===== src/rtl/wdt_pkg.sv =====
package wdt_pkg;
  localparam logic [7:0] IDX_CTRL  = 8'h37;
  localparam logic [7:0] IDX_SEL   = 8'h38;
  localparam logic [7:0] IDX_TMO0  = 8'h39;
  localparam logic [7:0] IDX_CTRL1 = 8'h3C;

  localparam int EN_BIT     = 6;
  localparam int RELOAD_BIT = 6;
  localparam int FIRED_BIT  = 7;

  localparam logic [3:0] SEL_NMI = 4'hC;
  localparam logic [3:0] SEL_RST = 4'hD;

  typedef enum logic [1:0] {
    ACT_NONE = 2'd0,
    ACT_NMI  = 2'd1,
    ACT_RST  = 2'd2
  } act_e;
endpackage


===== src/rtl/wdt_port_decode.sv =====
module wdt_port_decode #(
  parameter int DW = 8
) (
  input  logic          clk,
  input  logic          rst,
  input  logic          io_wr,
  input  logic          io_rd,
  input  logic          io_addr,
  input  logic [DW-1:0] io_wdata,
  input  logic [DW-1:0] rf_rdata,
  output logic [DW-1:0] idx_o,
  output logic          rf_we_o,
  output logic [DW-1:0] io_rdata
);
  logic [DW-1:0] idx_q;
  logic [DW-1:0] rdata_q;

  always_ff @(posedge clk) begin
    if (rst) begin
      idx_q   <= '0;
      rdata_q <= '0;
    end else begin
      if (io_wr && !io_addr) idx_q <= io_wdata;
      if (io_rd) rdata_q <= io_addr ? rf_rdata : idx_q;
    end
  end

  assign idx_o    = idx_q;
  assign rf_we_o  = io_wr && io_addr;
  assign io_rdata = rdata_q;

  // index latched from offset-0 write
  assert_index_latch_R1: assert property (@(posedge clk) disable iff (rst)
    (io_wr && !io_addr) |=> (idx_q == $past(io_wdata)));
  // read data holds between reads
  assert_rdata_hold_R1: assert property (@(posedge clk) disable iff (rst)
    (!io_rd && !$past(rst)) |=> $stable(io_rdata));
endmodule


===== src/rtl/wdt_regfile.sv =====
module wdt_regfile
  import wdt_pkg::*;
#(
  parameter int DW = 8,
  parameter int CW = 24
) (
  input  logic          clk,
  input  logic          rst,
  input  logic          we_i,
  input  logic [DW-1:0] idx_i,
  input  logic [DW-1:0] wdata_i,
  input  logic          expire_i,
  output logic [DW-1:0] rdata_o,
  output logic          en_o,
  output act_e          act_o,
  output logic [CW-1:0] tmo_o,
  output logic          load_o
);
  localparam int NB = CW / DW;

  logic [DW-1:0] ctrl_q;
  logic [DW-1:0] sel_q;
  logic [DW-1:0] tmo_q [NB];
  logic [DW-3:0] ctrl1_lo_q;
  logic          fired_q = 1'b0;
  logic [NB-1:0] tmo_hit;

  logic wr_ctrl, wr_sel, wr_ctrl1;
  assign wr_ctrl  = we_i && (idx_i == IDX_CTRL);
  assign wr_sel   = we_i && (idx_i == IDX_SEL);
  assign wr_ctrl1 = we_i && (idx_i == IDX_CTRL1);

  for (genvar g = 0; g < NB; g++) begin : g_tmo
    assign tmo_hit[g] = we_i && (idx_i == IDX_TMO0 + 8'(g));
    assign tmo_o[g*DW +: DW] = tmo_q[g];
  end

  always_ff @(posedge clk) begin
    if (rst) begin
      ctrl_q     <= '0;
      sel_q      <= '0;
      ctrl1_lo_q <= '0;
      for (int i = 0; i < NB; i++) tmo_q[i] <= '0;
    end else begin
      if (wr_ctrl)  ctrl_q     <= wdata_i;
      if (wr_sel)   sel_q      <= wdata_i;
      if (wr_ctrl1) ctrl1_lo_q <= wdata_i[DW-3:0];
      for (int i = 0; i < NB; i++)
        if (tmo_hit[i]) tmo_q[i] <= wdata_i;
    end
  end

  // Sticky expiry flag: survives reset, cleared only by a register write.
  always_ff @(posedge clk) begin
    if (expire_i)                           fired_q <= 1'b1;
    else if (wr_ctrl1 && !wdata_i[FIRED_BIT]) fired_q <= 1'b0;
  end

  always_comb begin
    rdata_o = '0;
    if (idx_i == IDX_CTRL)  rdata_o = ctrl_q;
    if (idx_i == IDX_SEL)   rdata_o = sel_q;
    if (idx_i == IDX_CTRL1) rdata_o = {fired_q, 1'b0, ctrl1_lo_q};
    for (int i = 0; i < NB; i++)
      if (idx_i == IDX_TMO0 + 8'(i)) rdata_o = tmo_q[i];
  end

  always_comb begin
    case (sel_q[DW-1:DW-4])
      SEL_NMI: act_o = ACT_NMI;
      SEL_RST: act_o = ACT_RST;
      default: act_o = ACT_NONE;
    endcase
  end

  assign en_o   = ctrl_q[EN_BIT];
  assign load_o = (wr_ctrl && wdata_i[EN_BIT] && !ctrl_q[EN_BIT]) ||
                  (wr_ctrl1 && wdata_i[RELOAD_BIT]);

  // expiry sets the flag
  assert_fired_set_R7: assert property (@(posedge clk) disable iff (rst)
    expire_i |=> fired_q);
  // flag holds unless cleared by a write with bit 7 low
  assert_fired_sticky_R7: assert property (@(posedge clk) disable iff (rst)
    (fired_q && !(wr_ctrl1 && !wdata_i[FIRED_BIT])) |=> fired_q);
  // a write to an unimplemented index leaves the control byte unchanged
  assert_unimpl_write_R3: assert property (@(posedge clk) disable iff (rst)
    (we_i && !wr_ctrl) |=> $stable(ctrl_q));
endmodule


===== src/rtl/wdt_counter.sv =====
module wdt_counter #(
  parameter int CW = 24
) (
  input  logic          clk,
  input  logic          rst,
  input  logic          en_i,
  input  logic          tick_i,
  input  logic          load_i,
  input  logic [CW-1:0] tmo_i,
  output logic          expire_o
);
  logic [CW-1:0] cnt_q;
  logic          at_zero;

  assign at_zero = (cnt_q == '0);

  always_ff @(posedge clk) begin
    if (rst)                  cnt_q <= '0;
    else if (load_i)          cnt_q <= tmo_i;
    else if (en_i && tick_i)  cnt_q <= at_zero ? tmo_i : cnt_q - 1'b1;
  end

  assign expire_o = en_i && tick_i && !load_i && at_zero;

  // disabled counter holds
  assert_hold_disabled_R4: assert property (@(posedge clk) disable iff (rst)
    (!en_i && !load_i) |=> $stable(cnt_q));
  // a reload or enable edge loads the timeout
  assert_load_value_R6: assert property (@(posedge clk) disable iff (rst)
    load_i |=> (cnt_q == $past(tmo_i)));
  // expiry restarts the period from the timeout
  assert_period_restart_R5: assert property (@(posedge clk) disable iff (rst)
    expire_o |=> (cnt_q == $past(tmo_i)));
endmodule


===== src/rtl/wdt_steer.sv =====
module wdt_steer
  import wdt_pkg::*;
(
  input  logic clk,
  input  logic rst,
  input  logic expire_i,
  input  act_e act_i,
  output logic rst_req_o,
  output logic nmi_req_o
);
  logic rst_q, nmi_q;

  always_ff @(posedge clk) begin
    if (rst) begin
      rst_q <= 1'b0;
      nmi_q <= 1'b0;
    end else begin
      rst_q <= expire_i && (act_i == ACT_RST);
      nmi_q <= expire_i && (act_i == ACT_NMI);
    end
  end

  assign rst_req_o = rst_q;
  assign nmi_req_o = nmi_q;

  // never both requests at once
  assert_onehot_req_R8: assert property (@(posedge clk) disable iff (rst)
    $onehot0({rst_q, nmi_q}));
  // a request only follows an expiry
  assert_req_cause_R8: assert property (@(posedge clk) disable iff (rst)
    (rst_q || nmi_q) |-> $past(expire_i));
endmodule


===== src/rtl/wdt_index_port.sv =====
module wdt_index_port
  import wdt_pkg::*;
#(
  parameter int DATA_W = 8,
  parameter int CNT_W  = 24
) (
  input  logic              clk,
  input  logic              rst,
  input  logic              io_wr,
  input  logic              io_rd,
  input  logic              io_addr,
  input  logic [DATA_W-1:0] io_wdata,
  output logic [DATA_W-1:0] io_rdata,
  input  logic              tick_en,
  output logic              sys_rst_req,
  output logic              nmi_req
);
  logic [DATA_W-1:0] idx;
  logic [DATA_W-1:0] rf_rdata;
  logic              rf_we;
  logic              en, load, expire;
  logic [CNT_W-1:0]  tmo;
  act_e              act;

  wdt_port_decode #(.DW(DATA_W)) u_decode (
    .clk(clk), .rst(rst), .io_wr(io_wr), .io_rd(io_rd), .io_addr(io_addr),
    .io_wdata(io_wdata), .rf_rdata(rf_rdata), .idx_o(idx), .rf_we_o(rf_we),
    .io_rdata(io_rdata)
  );

  wdt_regfile #(.DW(DATA_W), .CW(CNT_W)) u_regs (
    .clk(clk), .rst(rst), .we_i(rf_we), .idx_i(idx), .wdata_i(io_wdata),
    .expire_i(expire), .rdata_o(rf_rdata), .en_o(en), .act_o(act),
    .tmo_o(tmo), .load_o(load)
  );

  wdt_counter #(.CW(CNT_W)) u_count (
    .clk(clk), .rst(rst), .en_i(en), .tick_i(tick_en), .load_i(load),
    .tmo_i(tmo), .expire_o(expire)
  );

  wdt_steer u_steer (
    .clk(clk), .rst(rst), .expire_i(expire), .act_i(act),
    .rst_req_o(sys_rst_req), .nmi_req_o(nmi_req)
  );

  // no request while disabled
  assert_quiet_disabled_R4: assert property (@(posedge clk) disable iff (rst)
    (!en && !$past(en)) |-> !(sys_rst_req || nmi_req));
endmodule


===== config.mk =====
export PLATFORM = sky130hd
export DESIGN_NAME = wdt_index_port
export DESIGN_NICKNAME = d
export VERILOG_FILES = /design/src/rtl/wdt_pkg.sv /design/src/rtl/wdt_port_decode.sv /design/src/rtl/wdt_regfile.sv /design/src/rtl/wdt_counter.sv /design/src/rtl/wdt_steer.sv /design/src/rtl/wdt_index_port.sv
export SDC_FILE = /design/constraint.sdc
export NUM_CORES = 1
export LEC_CHECK = 0
export BUFFER_PORTS_ARGS = -buffer_cell sky130_fd_sc_hd__buf_2
export CAP_MARGIN = 40
export CORE_MARGIN = 5
export CORE_UTILIZATION = 61
export CTS_CLUSTER_DIAMETER = 200
export DETAILED_ROUTE_END_ITERATION = 12
export HOLD_SLACK_MARGIN = 0.03
export PLACE_DENSITY = 0.8
export REMOVE_ABC_BUFFERS = 1
export SYNTH_ARGS = -nofsm -noshare
export SYNTH_HDL_FRONTEND = slang
export SYNTH_SLANG_ARGS = --single-unit

===== constraint.sdc =====
create_clock -name clk -period 2.91 [get_ports clk]
set_clock_uncertainty 0.15 [all_clocks]
set_input_delay 0.1455 -clock clk [delete_from_list [all_inputs] [get_ports clk]]
set_output_delay 0.1455 -clock clk [all_outputs]
set_load 0.05 [all_outputs]

# Word-level counts from Yosys, hierarchy flattened
# Memory sizes are Yosys's and may differ from the RTL's.
# Index checks and enable logic that the tools add are counted.
# op_classes
add_sub_neg,1
eq_ne,10
n_mux,25
bitwise_logic,3
reduce_logical,24
# ops
op,count
$mux W8,10
$mux W24,3
$eq A8 B6 Y1 const B,6
$logic_not A24 Y1,1
$sub A24 B1 Y24 const B,1
$logic_and A1 B1 Y1,17
$mux W1,11
$eq A4 B4 Y1 const B,2
$logic_not A1 Y1,4
$pmux W2 S2,1
$or A1 B1 Y1,3
$eq A2 B1 Y1 const B,1
$eq A2 B2 Y1 const B,1
$reduce_bool A2 Y1,1
$logic_or A1 B1 Y1,1
# totals
regBits,65
mem_bits_rw,24
inputBits,14
output_inout_bits,10
elab_cells,73
n_memories,1
# mem_list
name,words,width,read_ports,rd_ports_with_merged_regs,wr,line_no,source
u_regs.tmo_q,3,8,3,0,3,wdt_regfile.sv:23,logic [DW-1:0] tmo_q [NB];

# Depth between registers and ports, before layout
# logic_depth
depth_word,9
ltp_mapped,8
mapped_depth_nobuf,7

# Hierarchy
# From an unflattened synthesis, not the netlist that was laid out.
# unflattened
hier_cells,492
hier_area_um2,4616.9
# by_module_without_submodules
mod,n_inst,cells_per_inst,area_each_um2
wdt_regfile,1,211,2217.1
wdt_counter,1,213,1656.6
wdt_port_decode,1,64,678.2
wdt_steer,1,4,65.1

# Worst setup path after synthesis
# Ideal clock, no wire load.
# synth_timing
path_type,register to register
from,reg u_decode.idx_q[1] (netlist: u_decode.idx_o[1])
to,reg u_count.cnt_q[6]
t_arrival_ps,1899
required_ps,2643
slack_ps,744
stages_incl_launch_ff,7
path_buffers,1
period_less_slack_ps,2166
cell_sequence,dfxtp_1 > buf_2 > or3b_4 > a2111oi_0 > a21oi_1 > a32o_1 > a32o_1
# synth_via
elab_chain_cells,6
elab_cells_between_ends,10
classes_between,eq/ne (2); mux (1); reduce/logical (7)
# synth_lines
element,line_no,source
from (decl),wdt_port_decode.sv:15,logic [DW-1:0] idx_q;
from (signal assigned),wdt_port_decode.sv:23,if (io_wr && !io_addr) idx_q <= io_wdata;
$eq A8 B6 Y1,wdt_regfile.sv:29,assign wr_ctrl = we_i && (idx_i == IDX_CTRL);
$logic_and A1 B1 Y1,wdt_regfile.sv:29,
$logic_and A1 B1 Y1 (2 in a row),wdt_regfile.sv:77,assign load_o = (wr_ctrl && wdata_i[EN_BIT] && !ctrl_q[EN_BIT]) ||
$logic_or A1 B1 Y1 (*),wdt_regfile.sv:77,
$mux W24 or $reduce_bool A2 Y1 (tied branches),--,
to (signal assigned),wdt_counter.sv:19,else if (load_i) cnt_q <= tmo_i;
to (signal assigned),wdt_counter.sv:20,else if (en_i && tick_i) cnt_q <= at_zero ? tmo_i : cnt_q - 1'b1;
to (decl),wdt_counter.sv:12,logic [CW-1:0] cnt_q;
# Mark *: on every way between the ends. The rest lies on a longest branch, timed or not.
# A chain may end at the register's enable or synchronous reset.

==> qor.txt <==
================================================================================
Result of the run ................................................. finished clean
Global-route wire length before repair ............................    20,700 um
Pwr/cell area .....................................................  475 nW/um^2
Post-synthesis mux area share .....................................        6.55%
Final Hold Violating Endpoints ....................................            0
Worst-path clk slew ...............................................        90 ps
Area growth syn-to-layout .........................................        11.5%
Initial antenna violation count ...................................            0
Number of antenna diodes ..........................................            0
Setup TNS .........................................................         0 ps
Placeable core region .............................................   7210 sq um
GRT overflow ......................................................            0
R2r startpoint .................................................... u_decode.idx_o[7]
WL per Instance ...................................................      20.1 um
Number of cells on the worst reg-to-reg path ......................            4
Worst-path fanout max .............................................            8
Floorplan row count ...............................................           31
Crit path kind ....................................................   reg -> reg
Routability-driven placement congestion ratio .....................         1.11
Endpoint, Worst Hold .............................................. u_steer.rst_req_o
Netlist Area Pre-Place ............................................   4490 sq um
Critical-path cell with the highest stage delay ................... sky130_fd_sc_hd__nor4b_2
Leading cell type in the layout, fill and taps excluded ........... sky130_fd_sc_hd__dfxtp_1
Ratio of cells with drive above 1 in the final layout .............        13.8%
Pin slew with the least headroom to its limit .....................       712 ps
CP Data Arrival Time ..............................................      2570 ps
Number of cells on the worst hold path ............................            4
Placed Area .......................................................   4720 sq um
Clock tree from TritonCTS .........................................         done
Total CTS buffers .................................................            9
Clock Latency Late Sink ...........................................       370 ps
Post-synthesis simple-gate area fraction ..........................        24.1%
Number of warnings printed during yosys synthesis .................            0
Reg-to-Reg End .................................................... u_regs.tmo_q[0][7]
Hold Crit Class ...................................................    in -> reg
Min-delay src .....................................................          rst
Leading register cell type out of synthesis ....................... sky130_fd_sc_hd__dfxtp_1
Global routing usage summed across all routing layers .............        29.6%
Xor and xnor fraction of the mapped netlist area ..................           0%
Level count of the clock H-tree ...................................            3
Adder-cell share of the synthesized area ..........................       0.558%
Routed vias .......................................................        4,232
Min Clock Period, post-route ......................................      2510 ps
Router iterations before antenna repair ...........................            5
HPWL after detailed placement .....................................      8950 um
Final routed DRC violation total ..................................            0
Number of max-slew violations in the final report .................            0
Number of gates resized after cts .................................            0
EDFF count, synth .................................................           24
Ordered list of cells on the worst path ........................... nand4bb_1 > or3_1 > nor4b_2 > and2_1
Fin crit share ....................................................        86.4%
Number of maximum-capacitance constraint violations ...............            0
Clock Tree Root ................................................... sky130_fd_sc_hd__clkbuf_8
Mean post-synth cell area .........................................   9.03 sq um
I/O pin total .....................................................           24
Via count of the first global-routing pass ........................        4,066
Deepest clock path buffer count ...................................            2
Critical path required time .......................................      2970 ps
Max IR drop VDD ...................................................       332 uV
Final std cell area, no fill ......................................   5000 sq um
Aggregate routed wire length ......................................    12,600 um
# clock sinks .....................................................           89
DR vias/cell ......................................................         6.74
Achievable frequency ..............................................    0.398 GHz
Total setup buffers inserted after CTS ............................            0
Total number of nets in the final design ..........................          540
Worst setup slack for register-to-register paths ..................       400 ps
Longest individual stage delay on the worst path ..................       650 ps
Area enclosed by the die boundary .................................   9170 sq um
Setup violations, final ...........................................            0
Static power due to leakage .......................................      1.85 nW
Complex-gate fraction of the synthesized area .....................        19.5%
Effective utilization at floorplan ................................        62.2%
Syn Inst Count ....................................................          497
Pin count of the biggest net entering global routing ..............           45
X dimension of the die ............................................      95.8 um
Die extent in y ...................................................      95.8 um
Filler cells ......................................................          569
Share of the yosys chip area belonging to registers ...............        45.1%
Flops & latches, synth ............................................           89
Unrepaired setup endpoints after global routing ...................           no
Violation count after the first detailed-route iteration ..........          560
Element type at the critical path start ...........................         flop
Share of synthesized flip-flops with an asynchronous set or reset .           0%
IO buf count ......................................................           23
Critical path capture point type ..................................         flop
Commonest non-fill, non-tap cells in the layout ................... 65 x sky130_fd_sc_hd__dfxtp_1, 55 x sky130_fd_sc_hd__nand2_1, 46 x sky130_fd_sc_hd__nor2_1, 36 x sky130_fd_sc_hd__a21oi_1, 29 x sky130_fd_sc_hd__nand3_1
Distinct cells, synth .............................................           58
Number of routed nets with antenna violations .....................            0
Relative max-transition margin ....................................        52.5%
Largest family of logic cells by synthesized area ................. simple AND/OR/NAND/NOR gates
================================================================================
[what timing repair did]
item	4_1_cts	5_1_grt
setup endpoints to repair	0	0
hold endpoints to repair	31	0
hold buffers	8	0
[synthesized netlist by cell type, drive strengths merged (4+ instances only)]
| library cell | number | share of area [%] |
|---|---|---|
| nand2b | 4 | 0.56 |
| a2111oi | 6 | 1.2 |
| a221oi | 7 | 1.4 |
| and4 | 4 | 0.78 |
| a32o | 7 | 1.6 |
| nor3 | 18 | 2.1 |
| nand3 | 29 | 3.2 |
| and2 | 12 | 1.7 |
| mux2i | 17 | 3.8 |
| clkbuf | 23 | 1.9 |
| dfxtp | 65 | 29 |
| a211oi | 6 | 1.3 |
| o221ai | 7 | 1.4 |
| edfxtp | 24 | 16 |
| a21oi | 37 | 4.2 |
| o21ai | 17 | 1.9 |
| inv | 12 | 1.0 |
| o22ai | 10 | 1.4 |
| mux2 | 9 | 2.3 |
| buf | 10 | 1.3 |
| nor2 | 46 | 3.8 |
| nand2 | 55 | 4.6 |
| nor4 | 8 | 1.7 |
| a31oi | 5 | 0.70 |
| nor2b | 6 | 0.84 |
| nand4 | 10 | 1.4 |
[area by class of cell]
class / instances / area [sq um] / share of cell area [%]
clock buffer: 14 / 174 / 3.48
clock inverter: 2 / 35.0 / 0.700
inverter: 12 / 45.0 / 0.900
multi-input combinational: 363 / 2270 / 45.4
sequential: 89 / 2020 / 40.4
tap: 99 / 124 / 2.48
timing repair buffer: 49 / 330 / 6.60
[how the worst max path moves through the flow]
stage / start / endpoint / slack [ps] / cells after the start
floorplan: u_decode.idx_o[1] / u_regs.fired_q / 260 / 5
detailed placement: u_decode.idx_o[7] / u_regs.tmo_q[0][18] / 480 / 4
global placement: u_count.cnt_q[13] / u_count.cnt_q[15] / 520 / 5
global route: u_decode.idx_o[5] / u_regs.tmo_q[0][12] / 290 / 4
finish: u_decode.idx_o[7] / u_regs.tmo_q[0][7] / 400 / 4
CTS: u_decode.idx_o[7] / u_regs.tmo_q[0][2] / 440 / 4
[stage by stage]
step / instances / hold slack [ps] / worst slack (ps) / utilization, % / power (mW)
detailed placement: 604 / 292 / 477 / 65.4 / 1.49
global placement: 603 / 291 / 523 / 65.3 / 1.49
floorplan: 464 / 64.6 / 261 / - / 1.42
finish: 628 / 81.2 / 396 / 69.4 / 2.38
global route: 628 / 85.0 / 293 / 69.4 / 2.45
CTS: 628 / 66.7 / 443 / 69.4 / 2.38
[critical path: cells and delay by family (launching register included)]
kind             cells  cell delay [ps]
and+or+nand+nor      4             1880
DFF                  1              340
[where the power goes]
part / total (mW) / leakage (nW) / switching (mW) / internal (mW)
sequential: 1.31 / 0.774 / 0.0200 / 1.29
combinational: 0.168 / 0.967 / 0.111 / 0.0568
clock: 0.902 / 0.106 / 0.428 / 0.473
[sequential cells by signal, indices dropped and copies added, names as in the netlist]
register and flops:
u_count.cnt_q 24, u_regs.tmo_q 24, u_decode.idx_o 8, u_decode.io_rdata 8, u_regs.ctrl_q 8, u_regs.sel_q 8
u_regs.ctrl1_lo_q 6, u_regs.fired_q 1, u_steer.nmi_req_o 1, u_steer.rst_req_o 1
[kinds of logic (layout without fill, tap and decap cells)]
logic type,count (synthesis),count (layout)
adder cells (fa/ha/maj),2,2
flip-flops,89,89
AND/OR/NAND/NOR,209,209
multiplexers,27,27
buffers and inverters,45,77
AO/OA/AOI/OAI,125,125
[routing by layer]
layer	GRT usage (%)	up-vias	share of wire, %
li1	-	1928	-
met1	40.8	1999	42
met2	43.9	254	45
met3	6.49	51	9.3
met4	14.3	0	4.2
met5	0	-	0
Note: power is estimated with default switching activity, not from simulation.
